$ cat src/rtl/pulse_latch_pkg.sv
package pulse_latch_pkg;

  // Bit 2 of the word: pin level in general-purpose mode, else forced high
  function automatic logic ck_field(input logic gp, input logic lvl);
    return gp ? lvl : 1'b1;
  endfunction

  // Assemble the returned word from its four sources
  function automatic logic [3:0] pack_word(input logic lat_a, input logic ck,
                                           input logic acc0, input logic lat_b);
    return {lat_a, ck, acc0, lat_b};
  endfunction

endpackage

$ cat src/rtl/pl_sync.sv
module pl_sync #(
  parameter int STAGES = 2
) (
  input  logic clk,
  input  logic rst_n,
  input  logic d_i,
  output logic q_o
);
  logic [STAGES-1:0] sh;

  // Reset to the idle-high level so no false fall is seen after reset
  always_ff @(posedge clk or negedge rst_n) begin
    if (!rst_n) sh <= '1;
    else        sh <= {sh[STAGES-2:0], d_i};
  end

  assign q_o = sh[STAGES-1];
endmodule

$ cat src/rtl/pl_width_qual.sv
module pl_width_qual #(
  parameter int MIN_LOW = 2
) (
  input  logic clk,
  input  logic rst_n,
  input  logic lvl_i,
  input  logic stb_i,
  output logic fall_o,
  output logic hit_o
);
  localparam int CNT_W = $clog2(MIN_LOW + 1);
  localparam logic [CNT_W-1:0] LAST = CNT_W'(MIN_LOW - 1);

  logic             prev;
  logic             armed;
  logic [CNT_W-1:0] cnt;

  assign fall_o = prev & ~lvl_i;
  assign hit_o  = armed & ~lvl_i & stb_i & (cnt == LAST);

  always_ff @(posedge clk or negedge rst_n) begin
    if (!rst_n) begin
      prev  <= 1'b1;
      armed <= 1'b0;
      cnt   <= '0;
    end else begin
      prev <= lvl_i;
      if (fall_o) begin
        armed <= 1'b1;
        cnt   <= '0;
      end else if (armed) begin
        if (lvl_i)       armed <= 1'b0;
        else if (hit_o)  armed <= 1'b0;
        else if (stb_i)  cnt   <= cnt + 1'b1;
      end
    end
  end


  hit_needs_strobe_chk: assert property (@(posedge clk) disable iff (!rst_n)
    hit_o |-> stb_i && !lvl_i);


  cnt_bound_chk: assert property (@(posedge clk) disable iff (!rst_n)
    cnt <= LAST);


  one_hit_per_low_chk: assert property (@(posedge clk) disable iff (!rst_n)
    hit_o |=> !hit_o);
endmodule

$ cat src/rtl/pulse_latch_port.sv
module pulse_latch_port #(
  parameter int SYNC_STAGES = 2,
  parameter int MIN_LOW     = 2
) (
  input  logic       clk,
  input  logic       rst_n,
  input  logic       pin_a_i,
  input  logic       pin_b_i,
  input  logic       cyc_stb_i,
  input  logic       rd_i,
  input  logic       acc0_i,
  input  logic       ckpin_i,
  input  logic       ckpin_gp_i,
  output logic [3:0] result_o
);
  import pulse_latch_pkg::*;

  localparam int NPIN = 2;

  logic [NPIN-1:0] pin_vec;
  logic [NPIN-1:0] lvl;
  logic [NPIN-1:0] fall;
  logic [NPIN-1:0] hit;
  logic [NPIN-1:0] lat;

  // index 1 feeds bit 3, index 0 feeds bit 0
  assign pin_vec = {pin_a_i, pin_b_i};

  for (genvar i = 0; i < NPIN; i++) begin : g_pin
    pl_sync #(.STAGES(SYNC_STAGES)) u_sync (
      .clk(clk), .rst_n(rst_n), .d_i(pin_vec[i]), .q_o(lvl[i]));

    pl_width_qual #(.MIN_LOW(MIN_LOW)) u_qual (
      .clk(clk), .rst_n(rst_n), .lvl_i(lvl[i]), .stb_i(cyc_stb_i),
      .fall_o(fall[i]), .hit_o(hit[i]));

    // set wins over the read clear
    always_ff @(posedge clk or negedge rst_n) begin
      if (!rst_n)      lat[i] <= 1'b0;
      else if (hit[i]) lat[i] <= 1'b1;
      else if (rd_i)   lat[i] <= 1'b0;
    end


    set_from_hit_chk: assert property (@(posedge clk) disable iff (!rst_n)
      $rose(lat[i]) |-> $past(hit[i]));


    read_clears_chk: assert property (@(posedge clk) disable iff (!rst_n)
      rd_i && !hit[i] |=> !lat[i]);


    set_beats_read_chk: assert property (@(posedge clk) disable iff (!rst_n)
      rd_i && hit[i] |=> lat[i]);
  end

  assign result_o = pack_word(lat[1], ck_field(ckpin_gp_i, ckpin_i), acc0_i, lat[0]);


  ck_forced_chk: assert property (@(posedge clk) disable iff (!rst_n)
    !ckpin_gp_i |-> result_o[2]);


  acc_copy_chk: assert property (@(posedge clk) disable iff (!rst_n)
    result_o[1] == acc0_i);
endmodule

$ cat config.mk
export PLATFORM = sky130hd
export DESIGN_NAME = pulse_latch_port
export DESIGN_NICKNAME = d
export VERILOG_FILES = /design/src/rtl/pulse_latch_pkg.sv /design/src/rtl/pl_sync.sv /design/src/rtl/pl_width_qual.sv /design/src/rtl/pulse_latch_port.sv
export SDC_FILE = /design/constraint.sdc
export NUM_CORES = 1
export LEC_CHECK = 0
export BUFFER_PORTS_ARGS = -buffer_cell sky130_fd_sc_hd__buf_2
export CORE_AREA = 3 3 40 42
export CTS_CLUSTER_DIAMETER = 150
export DETAILED_ROUTE_END_ITERATION = 8
export DIE_AREA = 0 0 43 45
export PLACE_DENSITY = 0.73
export RECOVER_POWER = 25
export SLEW_MARGIN = 20
export SYNTH_ARGS = -nofsm -noshare
export SYNTH_HDL_FRONTEND = slang
export SYNTH_SLANG_ARGS = --single-unit
$ cat constraint.sdc
create_clock -name clk -period 1.6 [get_ports clk]
set_clock_uncertainty 0.05 [all_clocks]
set_input_delay 0.32 -clock clk [delete_from_list [all_inputs] [get_ports clk]]
set_output_delay 0.32 -clock clk [all_outputs]
set_load 0.03 [all_outputs]
==> impl_metrics.ini, run 1 <==
[synthesis]
syn_area_sq_um = 554
synth_area_per_cell_sq_um = 12.0
synth.area.top_cells = dfrtp_1 36%, dfstp_2 28%, a21o_1 8.1%
synth_flop_cell = dfrtp_1
yosys_warnings = 0
yosysTopAreaCell = dfrtp_1
synth_edf_count = 0
syn_inst = 46
async_flop_share = 1.00
synth_top_area_frac = 0.361
synthesis.nets = 57
yosysSeqAreaShare = 0.646
synthTopCellsByCount = 8 x dfrtp_1, 8 x inv_1, 6 x a21o_1, 6 x dfstp_2, 4 x nor4_1
ys_types = 13
ys_ff_latch = 14

[placement]
place_congestion = 0.684
io_buffers = 10
dpl.cell_count = 70
hpwlAfterDp_um = 612
dpl_worst_slack_ns = 0.260

[sta]
hold_viol_final = 0
worst_pin_slew_ns = 0.722
timing.final.crit_period_ns = 1.35
finalWorstSetupSlack_ns = 0.245
max_freq_ghz = 0.738
setup_viol = 0
rsz0062_at_grt = no
final_max_slew_viol_count = 0
post-route-period-util = 0.847
hold_ws_ns = 0.0933
tns_ns = 0
relSlewSlack = 0.519

[cells_and_area]
fill_cells = 120
final_util = 0.514
final_nets = 72
drive_gt1_frac = 0.283
syn2layout_area_growth_pct = 19.2
stdcell_count = 75
antenna_cells = 0

[global_route]
grt_use_total = 0.0993
grt_max_degree = 15
overflow = 0
grt_pass1_wl_mm = 1.41
grt_antenna_before_repair = 0
grt_pass1_vias = 348

[power]
power_leakage_uw = 0.000336
irDropWorstVdd_v = 0.000494
cellPowerDensity_nw_per_um2 = 1040

[routing]
dr.pass1.iters = 2
drc_errors = 0
wl_per_cell_um = 10.5
wl_um = 790
vias = 374
drtIter0Drc = 2
antenna_left = 0
viasPerCell = 4.99

[clocking]
holdBufCountCts = 1
cts_tree = done
numCtsBuffers = 3
clock_sinks = 14
cts.path.max_buffers = 2
post_cts_buffers = 0
cts_root_buf = clkbuf_4
htree_levels = 1
worstSkewPairLatency_ns = 0.27
cts_resized = 0
clk_pin_slew_ns = 0.08

[setup_path]
path_cells = ha_1 > nand3b_1 > a21o_1 > a21o_1
cpPeakStageDelay_ns = 0.40
crit_top_cell = a21o_1
start_kind = register
crit_path_end_kind = register
critical_path.max_fanout = 3
slowest_stage = dfrtp_1
critical_path_class = reg2reg
critPathArrivalTime_ns = 1.47
required_ns = 1.71

[floorplan]
io_pins = 13
dieArea_sq_um = 1940
core_sq_um = 1280
die_x_um = 43
fp.dieH_um = 45
rows = 13
start_util = 0.431

[job]
drv_cap = 0

[run_status]
status = complete, no violations

[min_path]
worst_hold_path_type = in2reg
layout make-up:
| cell class | instances | area, sq um | area share |
|---|---|---|---|
| sequential | 14 | 358 | 0.542 |
| inverter | 8 | 30.0 | 0.0455 |
| multi-input combinational | 23 | 159 | 0.241 |
| tap | 15 | 18.8 | 0.0284 |
| timing repair buffer | 11 | 58.8 | 0.0890 |
| clock buffer | 4 | 36.3 | 0.0549 |
worst max-delay path: cells and delay by family, from the launching register on:
| kind | cells | cell delay [ns] |
|---|---|---|
| and+or+nand+nor | 1 | 0.20 |
| DFF | 1 | 0.40 |
| adders and majority gates | 1 | 0.21 |
| AOI/OAI and AO/OA | 2 | 0.38 |
flip-flops by register name, indices dropped and copies added (netlist names):
register            count
g_pin.u_qual.prev       2
g_pin.u_sync.sh         4
result_o                2
g_pin.u_qual.armed      2
g_pin.u_qual.cnt        4
through the flow:
step	total power, uW	area [sq um]
finish	688	661
global route	728	661
CTS	706	662
detailed placement	455	616
global placement	452	616
floorplan	433	554
cells in the final DEF, fill, tap and decap left out, drive strengths merged:
| master | n |
|---|---|
| clkbuf | 5 |
| nand2b | 1 |
| o32ai | 2 |
| nor2 | 2 |
| buf | 9 |
| ha | 2 |
| dfrtp | 8 |
| dfstp | 6 |
| a21o | 6 |
| nor4 | 4 |
| nand2 | 2 |
| a21oi | 2 |
| dlygate4sd3 | 1 |
| inv | 8 |
| nand3b | 2 |
metal layers:
| layer | global-route usage | up-vias | routed length [um] |
|---|---|---|---|
| met5 | 0 | - | 0 |
| met4 | 0.0542 | 0 | 0 |
| met3 | 0.0239 | 0 | 53 |
| met2 | 0.150 | 9 | 377 |
| met1 | 0.133 | 179 | 358 |
| li1 | - | 186 | - |
logic make-up (layout without fill, tap and decap cells):
| logic type | count (synthesis) | after routing | share of synthesized area |
|---|---|---|---|
| AO/OA/AOI/OAI | 10 | 10 | 0.131 |
| AND/OR/NAND/NOR | 11 | 11 | 0.111 |
| buffers and inverters | 9 | 23 | 0.0677 |
| adder cells (fa/ha/maj) | 2 | 2 | 0.0451 |
| flip-flops | 14 | 14 | 0.646 |
power breakdown:
group	leakage [uW]	internal, uW	switching, uW	total [uW]
registers	0.000170	377	14.8	392
logic	0.000146	25.3	30.0	55.3
clock network	0.0000210	138	103	241
path summary, 6_finish.rpt:
path | start | endpoint | slack (ns) | cells past startpoint
setup reg to reg | g_pin[1].u_qual.cnt[0]$_DFFE_PN0P_ | g_pin[1].u_qual.cnt[0]$_DFFE_PN0P_ | 0.25 | 4
max in group asynchronous | rst_n | g_pin[0].u_qual.cnt[1]$_DFFE_PN0P_ | 0.49 | 2
setup / recovery | g_pin[1].u_qual.cnt[0]$_DFFE_PN0P_ | g_pin[1].u_qual.cnt[0]$_DFFE_PN0P_ | 0.25 | 4
hold / removal | pin_a_i | g_pin[1].u_sync.sh[0]$_DFF_PN1_ | 0.09 | 1
hold reg to reg | g_pin[0].u_sync.sh[0]$_DFF_PN1_ | g_pin[0].u_sync.sh[1]$_DFF_PN1_ | 0.31 | 0
min in group asynchronous | rst_n | g_pin[1].u_qual.cnt[1]$_DFFE_PN0P_ | 0.56 | 2
Power figures use the tool's default switching activity.
==> run 2, diff against run 1 <==
PLACE_DENSITY = 0.76   (was 0.73)
clock period = 1.2 ns   (was 1.6 ns; I/O delays follow)
==> impl_metrics.ini, run 2 (synthesized netlist as in run 1, its figures left out) <==
[sta]
finalWorstSetupSlack_ns = -0.0915
max_freq_ghz = 0.774
timing.final.crit_period_ns = 1.29
post-route-period-util = 1.08
rsz0062_at_grt = yes
relSlewSlack = 0.514
worst_pin_slew_ns = 0.728
hold_ws_ns = 0.119
final_max_slew_viol_count = 0
hold_viol_final = 0
setup_viol = 4

[floorplan]
dieArea_sq_um = 1940
start_util = 0.431
rows = 13
core_sq_um = 1280
fp.dieH_um = 45
io_pins = 13
die_x_um = 43

[setup_path]
critical_path.max_fanout = 3
required_ns = 1.32
critPathArrivalTime_ns = 1.42
crit_top_cell = a21o_1
start_kind = register
path_cells = inv_1 > ha_2 > nand3b_1 > a21o_1 > a21o_1
cpPeakStageDelay_ns = 0.36
crit_family = flip-flops
crit_path_end_kind = register
critical_path_class = reg2reg
crit_buf_inv = 1
slowest_stage = dfrtp_1

[cells_and_area]
stdcell_area_sq_um = 731
syn2layout_area_growth_pct = 31.8
final_nets = 78
fill_cells = 113
drive_gt1_frac = 0.424
layout_commonest_cell = buf_2
final_cell_mix = 9 x buf_2, 8 x dfrtp_1, 7 x inv_1, 6 x a21o_1, 6 x dfstp_2
antenna_cells = 0
reg.largest.list = g_pin.u_qual.cnt x4, g_pin.u_sync.sh x4

[global_route]
grt_max_degree = 15
grt_pass1_vias = 382
grt_pass1_wl_mm = 1.52
grt_antenna_before_repair = 0
overflow = 0
grt_use_total = 0.112

[power]
cellPowerDensity_nw_per_um2 = 1310
switching_share = 0.222
finalPower_uw = 956
power_frac_comb = 0.108
clkPwrFrac = 0.344
power_leakage_uw = 0.000367
intPower_uw = 743
irDropWorstVdd_v = 0.000798
switching_power_uw = 212
seqPwrFrac = 0.548

[routing]
drc_errors = 0
vias = 398
wl_um = 879
viasPerCell = 4.91
antenna_left = 0
wl_per_cell_um = 10.9
drtIter0Drc = 4
dr.pass1.iters = 3

[clocking]
cts_tree = done
cts.path.max_buffers = 2
numCtsBuffers = 3
worstSkewPairLatency_ns = 0.28
htree_levels = 1
cts_root_buf = clkbuf_4
clk_pin_slew_ns = 0.08
clock_sinks = 14

[placement]
place_congestion = 0.648
hpwlAfterDp_um = 620
dpl_cell_area_sq_um = 636
io_buffers = 10

[run_status]
failed_checks = negative setup slack
status = finished, violations left

[job]
drv_cap = 0

[min_path]
worst_hold_path_type = in2reg
==> run 2: changes by cell type in the layout (fill, tap and decap cells not counted), moves of 2 or more <==
cell / change
ha_1: -2
dlygate4sd3_1: +2
o32ai_2: +2
o32ai_1: -2
dfstp_1: -2
dfstp_2: +2
buf_4: +4
ha_2: +2
==> run 2: power groups by stage <==
| stage | sequential, uW | clock [uW] | combinational, uW |
|---|---|---|---|
| floorplan | 531 | 0 | 47.4 |
| global placement | 531 | 0 | 82.2 |
| detailed placement | 531 | 0 | 85.0 |
| CTS | 523 | 345 | 92.6 |
| global route | 527 | 379 | 117 |
| finish | 523 | 329 | 103 |
==> run 2: stage by stage <==
step                      worst slack, ns  TNS (ns)   util  std cells
after CTS                         -0.0588    -0.216  0.546         79
after global routing               -0.139    -0.503  0.569         81
after global placement            -0.0295   -0.0794  0.495         72
after detailed placement          -0.0439    -0.159  0.495         72
final                             -0.0915    -0.277  0.569         81
after floorplan                   0.00306         0      -         46
==> run 2: timing repair <==
item                                   4_1_cts  5_1_grt
setup endpoints to repair                    4        4
endpoints found under the hold margin       10        0
gates cloned                                 0        0
pin swaps                                    0        1
buffers inserted                             0        2
resized for setup                            0        3
hold buffers                                 3        0
==> run 2: path summary, 6_finish.rpt <==
path	startpoint	end	slack, ns	cells past startpoint
max in group asynchronous	rst_n	g_pin[0].u_qual.cnt[1]$_DFFE_PN0P_	0.17	2
min in group asynchronous	rst_n	result_o[0]$_DFFE_PN0P_	0.48	2
hold / removal	rd_i	result_o[3]$_DFFE_PN0P_	0.12	2
setup / recovery	g_pin[1].u_qual.cnt[1]$_DFFE_PN0P_	g_pin[1].u_qual.cnt[1]$_DFFE_PN0P_	-0.09	5
setup reg to reg	g_pin[1].u_qual.cnt[1]$_DFFE_PN0P_	g_pin[1].u_qual.cnt[1]$_DFFE_PN0P_	-0.09	5
hold reg to reg	g_pin[0].u_sync.sh[0]$_DFF_PN1_	g_pin[0].u_sync.sh[1]$_DFF_PN1_	0.31	0
==> run 2: area by class of cell <==
cell class              count  area, sq um  share of cell area
inverters                   8         30.0              0.0411
flip-flops and latches     14          358               0.490
multi-input cells          23          179               0.245
repair buffers             17          109               0.149
clock buffers               4         36.3              0.0497
well taps                  15         18.8              0.0257
==> run 2: per-layer routing <==
layer | vias to the layer above | wire length [um] | share of wire | GRT usage
met3 | 2 | 66 | 0.075 | 0.0717
li1 | 194 | - | - | -
met5 | - | 0 | 0 | 0
met4 | 0 | 9 | 0.010 | 0.0361
met1 | 190 | 385 | 0.44 | 0.121
met2 | 12 | 417 | 0.47 | 0.183
